<file path="config.mk">
export PLATFORM = sky130hd
export DESIGN_NAME = memStrobeDecoder
export DESIGN_NICKNAME = d
export VERILOG_FILES = /design/src/rtl/memDecPkg.sv /design/src/rtl/memDecRegion.sv /design/src/rtl/memDecCtrl.sv /design/src/rtl/memDecPath.sv /design/src/rtl/memStrobeDecoder.sv
export SDC_FILE = /design/constraint.sdc
export NUM_CORES = 1
export LEC_CHECK = 0
export BUFFER_PORTS_ARGS = -buffer_cell sky130_fd_sc_hd__buf_2
export CORE_MARGIN = 4
export CORE_UTILIZATION = 43
export DETAILED_ROUTE_END_ITERATION = 8
export PLACE_DENSITY = 0.75
export SLEW_MARGIN = 20
export SYNTH_ARGS = -nofsm -noshare
export SYNTH_HDL_FRONTEND = slang
export SYNTH_SLANG_ARGS = --single-unit
</file>
<file path="constraint.sdc">
create_clock -name clk -period 1 [get_ports clk]
set_input_delay 0.05 -clock clk [delete_from_list [all_inputs] [get_ports clk]]
set_output_delay 0.05 -clock clk [all_outputs]
set_load 0.03 [all_outputs]
</file>
<file path="src/rtl/memDecPkg.sv">
package memDecPkg;

  typedef struct packed {
    logic ramRd;
    logic ramWr;
    logic padRd;
    logic padWr;
    logic extRd;
    logic extWr;
  } strobe_t;

  typedef enum logic [1:0] {
    ACC_NONE  = 2'd0,
    ACC_FETCH = 2'd1,
    ACC_READ  = 2'd2,
    ACC_WRITE = 2'd3
  } acc_e;

  typedef enum logic [1:0] {
    REG_RAM = 2'd0,
    REG_PAD = 2'd1,
    REG_EXT = 2'd2
  } region_e;

endpackage

</file>
<file path="src/rtl/memDecRegion.sv">
module memDecRegion
  import memDecPkg::*;
#(
  parameter int unsigned ADDR_W    = 16,
  parameter int unsigned RAM_BYTES = 16384,
  parameter int unsigned PAD_BASE  = 32'h0000_E000,
  parameter int unsigned PAD_BYTES = 512
) (
  input  logic [ADDR_W-1:0] addr,
  output region_e           region
);
  localparam int unsigned PAD_END = PAD_BASE + PAD_BYTES;

  logic [31:0] addrWide;
  logic        hitRam;
  logic        hitPad;

  assign addrWide = 32'(addr);
  assign hitRam   = addrWide < RAM_BYTES;
  assign hitPad   = (addrWide >= PAD_BASE) && (addrWide < PAD_END);

  always_comb begin
    if (hitRam)      region = REG_RAM;
    else if (hitPad) region = REG_PAD;
    else             region = REG_EXT;
  end
endmodule

</file>
<file path="src/rtl/memDecCtrl.sv">
module memDecCtrl
  import memDecPkg::*;
(
  input  logic    clk,
  input  logic    rstN,
  input  logic    extAccessPin,
  input  logic    codeFetch,
  input  logic    dataRead,
  input  logic    dataWrite,
  input  region_e region,
  output strobe_t nextStb,
  output logic    extMode
);
  logic extModeQ;
  acc_e accKind;

  // Mode capture: follows the pin only while reset is held
  always_ff @(posedge clk) begin
    if (!rstN) extModeQ <= extAccessPin;
  end
  assign extMode = extModeQ;

  // Request priority: fetch, then read, then write
  always_comb begin
    if (codeFetch)      accKind = ACC_FETCH;
    else if (dataRead)  accKind = ACC_READ;
    else if (dataWrite) accKind = ACC_WRITE;
    else                accKind = ACC_NONE;
  end

  always_comb begin
    nextStb = '0;
    unique case (accKind)
      ACC_FETCH: begin
        unique case (region)
          REG_RAM: begin
            if (extModeQ) nextStb.extRd = 1'b1;
            else          nextStb.ramRd = 1'b1;
          end
          REG_PAD: nextStb.padRd = 1'b1;
          default: nextStb.extRd = 1'b1;
        endcase
      end
      ACC_READ: begin
        unique case (region)
          REG_RAM: nextStb.ramRd = 1'b1;
          REG_PAD: nextStb.padRd = 1'b1;
          default: nextStb.extRd = 1'b1;
        endcase
      end
      ACC_WRITE: begin
        unique case (region)
          REG_RAM: nextStb.ramWr = 1'b1;
          REG_PAD: nextStb.padWr = 1'b1;
          default: nextStb.extWr = 1'b1;
        endcase
      end
      default: nextStb = '0;
    endcase
  end

  p_mode_hold_r2: assert property (@(posedge clk) disable iff (!rstN)
    $past(rstN) |-> $stable(extModeQ))
    else $error("mode changed after reset release");

endmodule

</file>
<file path="src/rtl/memDecPath.sv">
module memDecPath
  import memDecPkg::*;
#(
  parameter int unsigned ADDR_W    = 16,
  parameter int unsigned RAM_BYTES = 16384,
  parameter int unsigned PAD_BASE  = 32'h0000_E000,
  parameter int unsigned PAD_BYTES = 512
) (
  input  logic                     clk,
  input  logic                     rstN,
  input  strobe_t                  nextStb,
  input  logic [ADDR_W-1:0]        addr,
  output strobe_t                  stbQ,
  output logic [$clog2(RAM_BYTES)-1:0] ramAddr,
  output logic [$clog2(PAD_BYTES)-1:0] padAddr,
  output logic [ADDR_W-1:0]        extAddr
);
  localparam int unsigned RAM_AW  = $clog2(RAM_BYTES);
  localparam int unsigned PAD_AW  = $clog2(PAD_BYTES);
  localparam int unsigned PAD_END = PAD_BASE + PAD_BYTES;

  logic              anyStb;
  logic [ADDR_W-1:0] padOff;

  assign anyStb = |nextStb;
  assign padOff = addr - ADDR_W'(PAD_BASE);

  always_ff @(posedge clk or negedge rstN) begin
    if (!rstN) stbQ <= '0;
    else       stbQ <= nextStb;
  end

  always_ff @(posedge clk or negedge rstN) begin
    if (!rstN) begin
      ramAddr <= '0;
      padAddr <= '0;
      extAddr <= '0;
    end else if (anyStb) begin
      ramAddr <= addr[RAM_AW-1:0];
      padAddr <= padOff[PAD_AW-1:0];
      extAddr <= addr;
    end
  end

  p_onehot_r10: assert property (@(posedge clk) disable iff (!rstN)
    $onehot0(stbQ))
    else $error("more than one strobe active");

  p_ext_not_pad_r6: assert property (@(posedge clk) disable iff (!rstN)
    (stbQ.extRd || stbQ.extWr) |->
      !((32'(extAddr) >= PAD_BASE) && (32'(extAddr) < PAD_END)))
    else $error("external strobe for scratch-pad address");

  p_ext_wr_high_r7: assert property (@(posedge clk) disable iff (!rstN)
    stbQ.extWr |-> (32'(extAddr) >= RAM_BYTES))
    else $error("external write inside internal RAM space");

endmodule

</file>
<file path="src/rtl/memStrobeDecoder.sv">
module memStrobeDecoder
  import memDecPkg::*;
#(
  parameter int unsigned ADDR_W    = 16,
  parameter int unsigned RAM_BYTES = 16384,
  parameter int unsigned PAD_BASE  = 32'h0000_E000,
  parameter int unsigned PAD_BYTES = 512,
  localparam int unsigned RAM_AW   = $clog2(RAM_BYTES),
  localparam int unsigned PAD_AW   = $clog2(PAD_BYTES)
) (
  input  logic              clk,
  input  logic              rstN,
  input  logic              extAccessPin,
  input  logic              codeFetch,
  input  logic              dataRead,
  input  logic              dataWrite,
  input  logic [ADDR_W-1:0] addr,
  output logic              ramRd,
  output logic              ramWr,
  output logic [RAM_AW-1:0] ramAddr,
  output logic              padRd,
  output logic              padWr,
  output logic [PAD_AW-1:0] padAddr,
  output logic              extRd,
  output logic              extWr,
  output logic [ADDR_W-1:0] extAddr
);
  region_e region;
  strobe_t nextStb;
  strobe_t stbQ;
  logic    extMode;
  logic    lowAddr;

  memDecRegion #(
    .ADDR_W(ADDR_W), .RAM_BYTES(RAM_BYTES),
    .PAD_BASE(PAD_BASE), .PAD_BYTES(PAD_BYTES)
  ) u_region (
    .addr  (addr),
    .region(region)
  );

  memDecCtrl u_ctrl (
    .clk         (clk),
    .rstN        (rstN),
    .extAccessPin(extAccessPin),
    .codeFetch   (codeFetch),
    .dataRead    (dataRead),
    .dataWrite   (dataWrite),
    .region      (region),
    .nextStb     (nextStb),
    .extMode     (extMode)
  );

  memDecPath #(
    .ADDR_W(ADDR_W), .RAM_BYTES(RAM_BYTES),
    .PAD_BASE(PAD_BASE), .PAD_BYTES(PAD_BYTES)
  ) u_path (
    .clk    (clk),
    .rstN   (rstN),
    .nextStb(nextStb),
    .addr   (addr),
    .stbQ   (stbQ),
    .ramAddr(ramAddr),
    .padAddr(padAddr),
    .extAddr(extAddr)
  );

  assign ramRd = stbQ.ramRd;
  assign ramWr = stbQ.ramWr;
  assign padRd = stbQ.padRd;
  assign padWr = stbQ.padWr;
  assign extRd = stbQ.extRd;
  assign extWr = stbQ.extWr;

  assign lowAddr = 32'(addr) < RAM_BYTES;

  p_fetch_nowrite_r8: assert property (@(posedge clk) disable iff (!rstN)
    codeFetch |=> !(ramWr || padWr || extWr))
    else $error("fetch produced a write");

  p_low_fetch_int_r3: assert property (@(posedge clk) disable iff (!rstN)
    (codeFetch && lowAddr && !extMode) |=> (ramRd && !extRd))
    else $error("low fetch missed internal RAM");

  p_low_fetch_ext_r4: assert property (@(posedge clk) disable iff (!rstN)
    (codeFetch && lowAddr && extMode) |=> (extRd && !ramRd))
    else $error("low fetch missed external bus");

  p_low_write_r5: assert property (@(posedge clk) disable iff (!rstN)
    (dataWrite && !codeFetch && !dataRead && lowAddr) |=> (ramWr && !extWr))
    else $error("low write missed internal RAM");

endmodule

</file>
==> results.tsv <==
stage	metric	value	unit
routing	via count	964	
clocking	clock input transition at the sequential cells of the worst setup and hold paths	0.12	ns
cells_and_area	Nets	196	
global_route	number of global-route vias before repair	926	
power	maximum vdd ir drop	1640	uV
routing	initial DRC count	25	
placement	# port buffers	66	
clocking	CTS Buf Count	3	
global_route	Total Routing Usage GR	0.171	
power	Final Power	3.56	mW
routing	vias per std cell	4.82	
die	Die Ht	60.0	um
synth	Avg Synthesized Cell Area	12.6	um^2
timing	final setup fails	16	
power	leakage	0.984	nW
job	max-cap violations	0	
timing	Final Max Tran Viols	0	
timing	Clock Skew	0.00585	ns
cells_and_area	Filler cells	169	
synth	post-synthesis mux area share	0.136	
routing	overall routed net length	3260	um
worst_setup_path	Crit-path slowest cell	or4_4	
clocking	root buf cell	clkbuf_4	
cells_and_area	Layout area overhead	62.9	%
synth	largest family of logic cells by synthesized area	buffers and inverters	
synth	Synth Area in Adders	0.0323	
placement	placed cell areas	0.00147	mm^2
global_route	overflow left after global routing	0	
clocking	H-tree Lvls	1	
worst_setup_path	crit start category	primary input	
timing	Setup Total Neg Slack	-8.16	ns
timing	Period minus WS final	1.54	ns
die	Initial Utilization	0.461	
clocking	clk sinks	23	
synth	post-synthesis cell type count	25	
cells_and_area	final cell count without fillers	200	
die	Top Ports	67	
cells_and_area	# diodes	0	
synth	post-synthesis compound-gate area fraction	0.0818	
routing	DRT Pass-1 Iters	4	
placement	placed cells	178	
cells_and_area	Finished Core Util	0.750	
outcome	violated checks	setup timing	
synth	Post-Synthesis Cell Area	0.00116	mm^2
die	area of the core	0.00252	mm^2
outcome	status	finished with violations	
cells_and_area	layout cells sized above 1	0.676	
routing	post-DR wirelength/cell	16.3	um
worst_setup_path	Crit Path Max Fanout	5	
timing	fin crit share	1.54	
min_path	HP Class	in2reg	
synth	Synth Area in XOR/XNOR	0	
cells_and_area	final instance area	0.00189	mm^2
cells_and_area	most common cell after layout, fill and taps aside	buf_2	
timing	RSZ-0062 raised after global routing	true	
clocking	TritonCTS clock tree	yes	
timing	Max Clock Freq	0.649	GHz
synth	Post-Syn Nets	117	
die	Die X	60.0	um
placement	placer's final routability congestion estimate	0.773	
synth	post-synthesis sequential area ratio	0.499	
placement	post-DP HPWL	2040	um
die	number of cell rows	18	
cells_and_area	commonest cells after routing, fill and taps aside	buf_2, buf_4, dfrtp_1, buf_6, dlygate4sd3_1	
worst_setup_path	critical path class	in2reg	
power	PwrDens	1880	mW/mm^2
die	die area	0.00360	mm^2
synth	Ys Warns	0	
synth	Mapped Cells	92	
timing	Final Hold Fails	0	
worst_setup_path	max incr delay on CP	0.42	ns
timing	Rel. slew slack	0.774	
global_route	first-pass GRT wire length	4480	um
clocking	clk_lat worst skew	0.31	ns
global_route	pin count of the biggest net entering global routing	23	
global_route	initial antenna violation count	0	
placement	pre-CTS WS	-0.928	ns
synth	simple-gate share of the synthesized area	0.0560	
timing	Final WS setup	-0.542	ns
timing	Fin Hold WS	0.0181	ns
worst_setup_path	CP Capture Type	flop	
synth	synthesized flop and latch total	23	
worst_setup_path	Crit path arrival time	1.75	ns
worst_setup_path	crit-path cells	buf_6, or2_4, ha_4, or4_4, o211a_4, clkbuf_16, mux2_4	
clocking	Max Buffers Root-to-Sink	2	
worst_setup_path	WP data required	1.21	ns
routing	drt drc	0	
timing	Slew @ Worst Pin	0.336	ns
routing	Antenna Nets Post-Route	0	
[cell families (layout without fill, tap and decap cells)]
kind of cell,after synthesis,count (layout)
flip-flops,23,23
adder cells (fa/ha/maj),3,3
buffers and inverters,31,109
AND/OR/NAND/NOR,11,11
AO/OA/AOI/OAI,12,12
multiplexers,12,12
[path summary, 6_finish.rpt]
kind / from / to / slack [ns] / cells after the start
worst min register to register: u_path.extAddr[14]$_DFFE_PN0P_ / u_path.extAddr[14]$_DFFE_PN0P_ / 0.53 / 1
min in group asynchronous: rstN / u_path.extAddr[3]$_DFFE_PN0P_ / 0.26 / 3
worst max-delay path: codeFetch / u_path.extAddr[15]$_DFFE_PN0P_ / -0.54 / 7
worst min-delay path: addr[11] / u_path.stbQ[3]$_DFF_PN0_ / 0.02 / 3
max in group asynchronous: rstN / u_path.extAddr[5]$_DFFE_PN0P_ / 0.50 / 3
worst max register to register: u_path.extAddr[8]$_DFFE_PN0P_ / u_path.extAddr[8]$_DFFE_PN0P_ / 0.07 / 2
[registers in the layout, indices dropped and copies added (netlist names)]
register	count
u_ctrl.extMode	1
u_path.extAddr	16
u_path.stbQ	6
[metal layers]
layer	vias up	GRT usage	routed length (um)
met5	-	0	0
met4	0	0.0759	49
met3	4	0.0194	243
met2	47	0.312	1830
met1	468	0.198	1140
li1	445	-	-
[critical path, delay by kind of cell]
family,cells,cell delay [ns]
AOI/OAI and AO/OA,1,0.27
buffers and inverters,2,0.25
and+or+nand+nor,2,0.67
muxes,1,0.28
adders and majority gates,1,0.22
[synth_stat cells]
master | instances | area share
nand4b_1 | 1 | 0.0075
edfxtp_1 | 1 | 0.026
o21ai_0 | 2 | 0.0086
o211a_1 | 1 | 0.0086
or4_4 | 1 | 0.0097
nand2_1 | 1 | 0.0032
dfrtp_1 | 22 | 0.47
buf_6 | 1 | 0.0097
nor3_1 | 1 | 0.0043
mux2_2 | 6 | 0.058
ha_1 | 3 | 0.032
inv_1 | 6 | 0.019
a21oi_1 | 1 | 0.0043
a211oi_1 | 1 | 0.0065
mux2_4 | 6 | 0.078
buf_4 | 23 | 0.15
a22o_2 | 4 | 0.034
o21bai_1 | 1 | 0.0065
buf_12 | 1 | 0.017
o31ai_1 | 1 | 0.0065
or2_2 | 1 | 0.0054
and2_1 | 1 | 0.0054
nor4_1 | 2 | 0.011
nor2_1 | 3 | 0.0097
a21o_1 | 1 | 0.0065
[cell type report]
type / count / area, um^2 / area share
Timing Repair Buffer: 99 / 807 / 0.426
Sequential cell: 23 / 584 / 0.309
Multi-Input combinational cell: 38 / 415 / 0.219
Inverter: 6 / 22.5 / 0.0119
Tap cell: 30 / 37.5 / 0.0198
Clock buffer: 4 / 26.3 / 0.0139
[power breakdown]
| part | leakage (nW) | switching, mW | internal (mW) |
|---|---|---|---|
| clock | 0.0150 | 0.272 | 0.156 |
| combinational | 0.691 | 1.04 | 0.855 |
| sequential | 0.278 | 0.153 | 1.08 |
[repair_timing]
| item | CTS | global route |
|---|---|---|
| setup buffers | 1 | 3 |
| hold endpoints to repair | 34 | 0 |
| cloned | 0 | 1 |
| hold buffers | 13 | 0 |
| endpoints found under the setup margin | 16 | 42 |
| pin swaps | 1 | 0 |
| gates resized for setup | 6 | 82 |
(Power assumes the default switching activity.)
